$ cat config.mk
export PLATFORM = sky130hd
export DESIGN_NAME = tx_cmpl_stack
export DESIGN_NICKNAME = d
export VERILOG_FILES = /design/src/rtl/tx_cmpl_pkg.sv /design/src/rtl/tx_cmpl_store.sv /design/src/rtl/tx_cmpl_events.sv /design/src/rtl/tx_cmpl_stack.sv
export SDC_FILE = /design/constraint.sdc
export NUM_CORES = 1
export LEC_CHECK = 0
export ABC_CLOCK_PERIOD_IN_PS = 2210
export BUFFER_PORTS_ARGS = -buffer_cell sky130_fd_sc_hd__buf_2
export CAP_MARGIN = 30
export CORE_ASPECT_RATIO = 0.5
export CORE_UTILIZATION = 35
export CTS_CLUSTER_SIZE = 10
export DETAILED_ROUTE_END_ITERATION = 7
export PLACE_DENSITY = 0.65
export SLEW_MARGIN = 20
export SYNTH_ARGS = -nofsm -noshare
export SYNTH_HDL_FRONTEND = slang
export SYNTH_HIERARCHICAL = 1
export SYNTH_SLANG_ARGS = --single-unit
$ cat constraint.sdc
create_clock -name clk -period 2.21 [get_ports clk]
set_input_delay 0.1105 -clock clk [delete_from_list [all_inputs] [get_ports clk]]
set_output_delay 0.1105 -clock clk [all_outputs]
set_load 0.01 [all_outputs]
$ cat src/rtl/tx_cmpl_pkg.sv
package tx_cmpl_pkg;

    typedef struct packed {
        logic intr_req;
        logic jabber;
        logic underrun;
        logic max_coll;
    } cmpl_flags_t;

    typedef struct packed {
        logic        complete;
        cmpl_flags_t flags;
        logic        overflow;
        logic [1:0]  unused;
    } cmpl_entry_t;

    localparam int ENTRY_W   = $bits(cmpl_entry_t);
    localparam int OVF_BIT   = 2;

    function automatic cmpl_entry_t make_entry(input cmpl_flags_t f);
        cmpl_entry_t e;
        e.complete = 1'b1;
        e.flags    = f;
        e.overflow = 1'b0;
        e.unused   = 2'b00;
        return e;
    endfunction

    function automatic logic is_fatal(input cmpl_flags_t f);
        return f.jabber | f.underrun;
    endfunction

    function automatic logic is_notable(input cmpl_flags_t f);
        return f.intr_req | f.jabber | f.underrun | f.max_coll;
    endfunction

endpackage

$ cat src/rtl/tx_cmpl_store.sv
module tx_cmpl_store
    import tx_cmpl_pkg::*;
#(
    parameter int DEPTH = 4
) (
    input  logic        clk,
    input  logic        rst,
    input  logic        push,
    input  cmpl_entry_t push_entry,
    input  logic        pop,
    output cmpl_entry_t head_entry,
    output logic        not_empty
);
    localparam int PTR_W = (DEPTH > 1) ? $clog2(DEPTH) : 1;
    localparam int CNT_W = $clog2(DEPTH + 1);
    localparam logic [CNT_W-1:0] FULL_CNT = CNT_W'(DEPTH);
    localparam logic [PTR_W-1:0] LAST_PTR = PTR_W'(DEPTH - 1);

    cmpl_entry_t [DEPTH-1:0] slots;
    logic [PTR_W-1:0] head_ptr, tail_ptr;
    logic [CNT_W-1:0] count;

    logic do_pop, accept, spill;

    function automatic logic [PTR_W-1:0] bump(input logic [PTR_W-1:0] p);
        return (p == LAST_PTR) ? '0 : p + 1'b1;
    endfunction

    always_comb begin
        do_pop = pop && (count != '0);
        accept = push && ((count != FULL_CNT) || do_pop);
        spill  = push && !accept;
    end

    always_ff @(posedge clk) begin
        if (rst) begin
            slots    <= '0;
            head_ptr <= '0;
            tail_ptr <= '0;
            count    <= '0;
        end else begin
            if (accept) begin
                slots[tail_ptr] <= push_entry;
                tail_ptr        <= bump(tail_ptr);
            end
            if (spill) begin
                slots[head_ptr].overflow <= 1'b1;
            end
            if (do_pop) begin
                head_ptr <= bump(head_ptr);
            end
            case ({accept, do_pop})
                2'b10:   count <= count + 1'b1;
                2'b01:   count <= count - 1'b1;
                default: count <= count;
            endcase
        end
    end

    always_comb begin
        not_empty  = (count != '0);
        head_entry = not_empty ? slots[head_ptr] : '0;
    end

endmodule

$ cat src/rtl/tx_cmpl_events.sv
module tx_cmpl_events
    import tx_cmpl_pkg::*;
(
    input  logic        clk,
    input  logic        rst,
    input  logic        push,
    input  cmpl_flags_t flags,
    input  logic        tx_reset,
    output logic        event_pulse,
    output logic        halted
);
    always_ff @(posedge clk) begin
        if (rst) begin
            event_pulse <= 1'b0;
            halted      <= 1'b0;
        end else begin
            event_pulse <= push && is_notable(flags);
            if (push && is_fatal(flags)) begin
                halted <= 1'b1;
            end else if (tx_reset) begin
                halted <= 1'b0;
            end
        end
    end

endmodule

$ cat src/rtl/tx_cmpl_stack.sv
module tx_cmpl_stack
    import tx_cmpl_pkg::*;
#(
    parameter int DEPTH = 4
) (
    input  logic       clk,
    input  logic       rst,
    input  logic       push_i,
    input  logic [3:0] push_flags_i,
    input  logic       pop_i,
    input  logic       tx_reset_i,
    output logic [7:0] status_o,
    output logic       pending_o,
    output logic       tx_event_o,
    output logic       tx_halted_o
);
    cmpl_flags_t flags;
    cmpl_entry_t new_entry, head;

    assign flags     = cmpl_flags_t'(push_flags_i);
    assign new_entry = make_entry(flags);

    tx_cmpl_store #(.DEPTH(DEPTH)) u_store (
        .clk        (clk),
        .rst        (rst),
        .push       (push_i),
        .push_entry (new_entry),
        .pop        (pop_i),
        .head_entry (head),
        .not_empty  (pending_o)
    );

    tx_cmpl_events u_events (
        .clk         (clk),
        .rst         (rst),
        .push        (push_i),
        .flags       (flags),
        .tx_reset    (tx_reset_i),
        .event_pulse (tx_event_o),
        .halted      (tx_halted_o)
    );

    assign status_o = head;

endmodule

==> results.sh <==
export IMPL_hp_class="in2reg"
export IMPL_viasPerCell=5.42
export IMPL_drtIter0Drc=93
export IMPL_cts_buffers=5
export IMPL_globalplace_congestion=0.838
export IMPL_ys_ff_latch=41
export IMPL_cp_end_kind="flop"
export IMPL_required_ps=2420
export IMPL_stdcell_area_sq_um=2490
export IMPL_cts_tree="built"
export IMPL_grt_pass1_vias=1749
export IMPL_grt_pass1_wl_mm=8.37
export IMPL_seq_area_sq_um=822
export IMPL_total_power_mw=2.50
export IMPL_rrSetupSlack_ps=70
export IMPL_coreArea_sq_um=5630
export IMPL_whs_path_depth=3
export IMPL_r2r_end="u_store/count[2]"
export IMPL_max_freq_ghz=0.467
export IMPL_chipHeight_um=56.9
export IMPL_diodes=0
export IMPL_cts_htree_levels=2
export IMPL_ys_seq_area_share_pct=38.9
export IMPL_relSlewSlack_pct=50.3
export IMPL_antenna_found_initial=0
export IMPL_path_delay_family="simple AND/OR/NAND/NOR gates"
export IMPL_p_per_area_nw_per_um2=1000
export IMPL_pre_cts_slack_ps=5.85
export IMPL_clkLatencyLatePin_ps=280
export IMPL_r2r_start="u_store/count[0]"
export IMPL_wirelength_mm=5.03
export IMPL_post_cts_setup_buffers=0
export IMPL_period_minus_slack_ps=2140
export IMPL_clk_pin_slew_ps=60
export IMPL_multi_input_area_sq_um=1200
export IMPL_hold_end="u_events/halted"
export IMPL_status="finished with violations"
export IMPL_drtAntennaViolNets=0
export IMPL_drv_cap=0
export IMPL_wl_per_cell_um=14.9
export IMPL_drive_gt1_share_pct=18.9
export IMPL_hpwl_mm=3.19
export IMPL_violations="design-rule violations"
export IMPL_hold_violations=0
export IMPL_clock_sinks=41
export IMPL_rsz0062_at_grt="no"
export IMPL_grt_usage_pct=16.9
export IMPL_row_count=19
export IMPL_cp_data_arrival_time_ps=2350
export IMPL_critPathKind="reg2reg"
export IMPL_netlist_area_sq_um=2110
export IMPL_vias=1831
export IMPL_ir_drop_v=0.000430
export IMPL_syn2layout_area_growth_pct=18.0
export IMPL_gr_total_overflow=0
export IMPL_final_setup_viol_count=0
export IMPL_die_area_sq_um=6360
export IMPL_cpPeakStageDelay_ps=530
export IMPL_fill_cells=529
export IMPL_start_util_pct=37.4
export IMPL_path_buf_inv=1
export IMPL_skew_ps=3.57
export IMPL_critPathLaunchType="flop"
export IMPL_worstHoldStart="tx_reset_i"
export IMPL_io_buffer_count=19
export IMPL_setup_ws_ps=68.5
export IMPL_place_area_sq_um=2290
export IMPL_crit_chain="or4b_4 -> nand2_4 -> ha_4 -> inv_2 -> fa_2 -> xor2_1 -> or3_1 -> a21oi_1"
export IMPL_drc=1
export IMPL_ios=20
export IMPL_grt_max_degree=42
export IMPL_slew_viol_final=0
export IMPL_cp_slowest_cell="or4b_4"
export IMPL_cts_root_buf="clkbuf_16"
export IMPL_p_leak_nw=0.927
export IMPL_die_x_um=112
export IMPL_ys_types=36
export IMPL_syn_mean_instance_area_sq_um=8.90
export IMPL_fin_util_pct=44.2
export IMPL_yosysWarnings=6
export IMPL_clk_path_buf_depth=2
export IMPL_critPathMaxFanout=2
export IMPL_fin_crit_sh_pct=96.9
export IMPL_final_nets=283
export IMPL_cp_startpoint="u_store/count[0]"
export IMPL_netlist_instances=237
export IMPL_reg2reg_depth=8
export IMPL_tightest_slew_ps=745
export IMPL_drtPass1Iterations=7
report_power, final:
part / total, mW / internal [mW] / switching, mW
Sequential: 0.885 / 0.807 / 0.0781
Combinational: 0.665 / 0.299 / 0.367
Clock: 0.949 / 0.651 / 0.298
Total: 2.50 / 1.76 / 0.743
worst max path at each step:
stage | depth (start not counted) | to | slack, ps
4_1_cts | 8 | u_store/count[2] | 40
3_5_place_dp | 8 | u_store/count[2] | 6
2_1_floorplan | 10 | u_store/count[2] | -110
5_1_grt | 8 | u_store/count[2] | 3
6_report | 8 | u_store/count[2] | 70
3_3_place_gp | 8 | u_store/count[2] | 70
final cells by class:
type / instances / share of cell area (%)
clock buffer: 5 / 5.03
clock inverter: 3 / 2.77
inverter: 10 / 1.51
multi-input combinational: 180 / 48.1
sequential: 41 / 33.0
tap: 73 / 3.67
timing repair buffer: 26 / 5.93
worst min-delay path, stage by stage:
cell	delay (ps)
buf_2	70
nand2b_1	90
a21oi_1	60
placed cells by master, fill, tap and decap left out, types with 4 or more instances in the layout:
cell type / Yosys / layout
dfxtp_1: 41 / 40
a21oi_1: 34 / 34
o21ai_0: 32 / 32
nand3_1: 32 / 32
buf_2: 2 / 19
conb_1: 2 / 16
inv_1: 10 / 9
mux4_2: 8 / 8
nor2b_1: 8 / 8
ha_1: 9 / 8
buf_4: 2 / 7
clkbuf_16: 0 / 5
nand2_1: 6 / 5
and2_1: 4 / 4
o21ai_1: 4 / 4
nand4_1: 4 / 4
a31oi_1: 4 / 4
nor2_1: 4 / 4
through the flow:
stage                     hold slack (ps)  instances  TNS (ps)
final                                96.6        338         0
after global routing                  127        338         0
after detailed placement              387        330         0
after CTS                            92.2        338         0
after global placement                374        330         0
after floorplan                       180        251      -112
cells in the mapped netlist:
master / count / area (sq um)
conb_1: 2 / 7.51
nor2_1: 4 / 15.0
or4_1: 1 / 7.51
nor4b_2: 1 / 15.0
buf_8: 3 / 45.0
a21oi_1: 34 / 170
or4b_1: 1 / 10.0
inv_1: 10 / 37.5
mux2i_1: 1 / 10.0
nand4_1: 4 / 25.0
nand2_1: 6 / 22.5
buf_2: 2 / 10.0
dfxtp_1: 41 / 821
nor4_1: 1 / 6.26
or3_1: 2 / 12.5
o21ai_0: 32 / 160
and2_1: 4 / 25.0
clkbuf_1: 8 / 30.0
fa_1: 1 / 20.0
o21ai_1: 4 / 20.0
ha_1: 9 / 113
clkbuf_2: 2 / 10.0
buf_6: 1 / 11.3
a31oi_1: 4 / 25.0
dlygate4sd1_1: 1 / 8.76
nand3_1: 32 / 160
nor2b_1: 8 / 50.1
nand3_2: 1 / 10.0
o31ai_1: 1 / 7.51
dlymetal6s2s_1: 1 / 12.5
nand2b_1: 1 / 6.26
mux4_2: 8 / 180
nor3_1: 1 / 5.00
buf_4: 2 / 15.0
nor3b_1: 1 / 7.51
xor2_1: 2 / 17.5
cell families after synthesis:
group	Yosys count	synth area share, %
other	2	0.356
flip-flops	41	38.9
XOR/XNOR	2	0.831
buffers and inverters	30	8.54
adder cells (fa/ha/maj)	10	6.29
multiplexers	9	9.02
AO/OA/AOI/OAI	75	18.1
AND/OR/NAND/NOR	68	17.9
routing by layer:
layer | global-route usage [%] | part of all wire (%) | vias up
li1 | - | - | 884
met1 | 20.4 | 42 | 869
met2 | 30.4 | 50 | 69
met3 | 3.02 | 6.5 | 9
met4 | 6.18 | 1.5 | 0
met5 | 0 | 0 | -
what timing repair did:
item	4_1_cts	5_1_grt
gates cloned	0	0
resized for setup	1	0
setup endpoints to repair	1	1
hold buffers	0	0
pin swaps	0	4
Note: power is estimated with default switching activity, not from simulation.
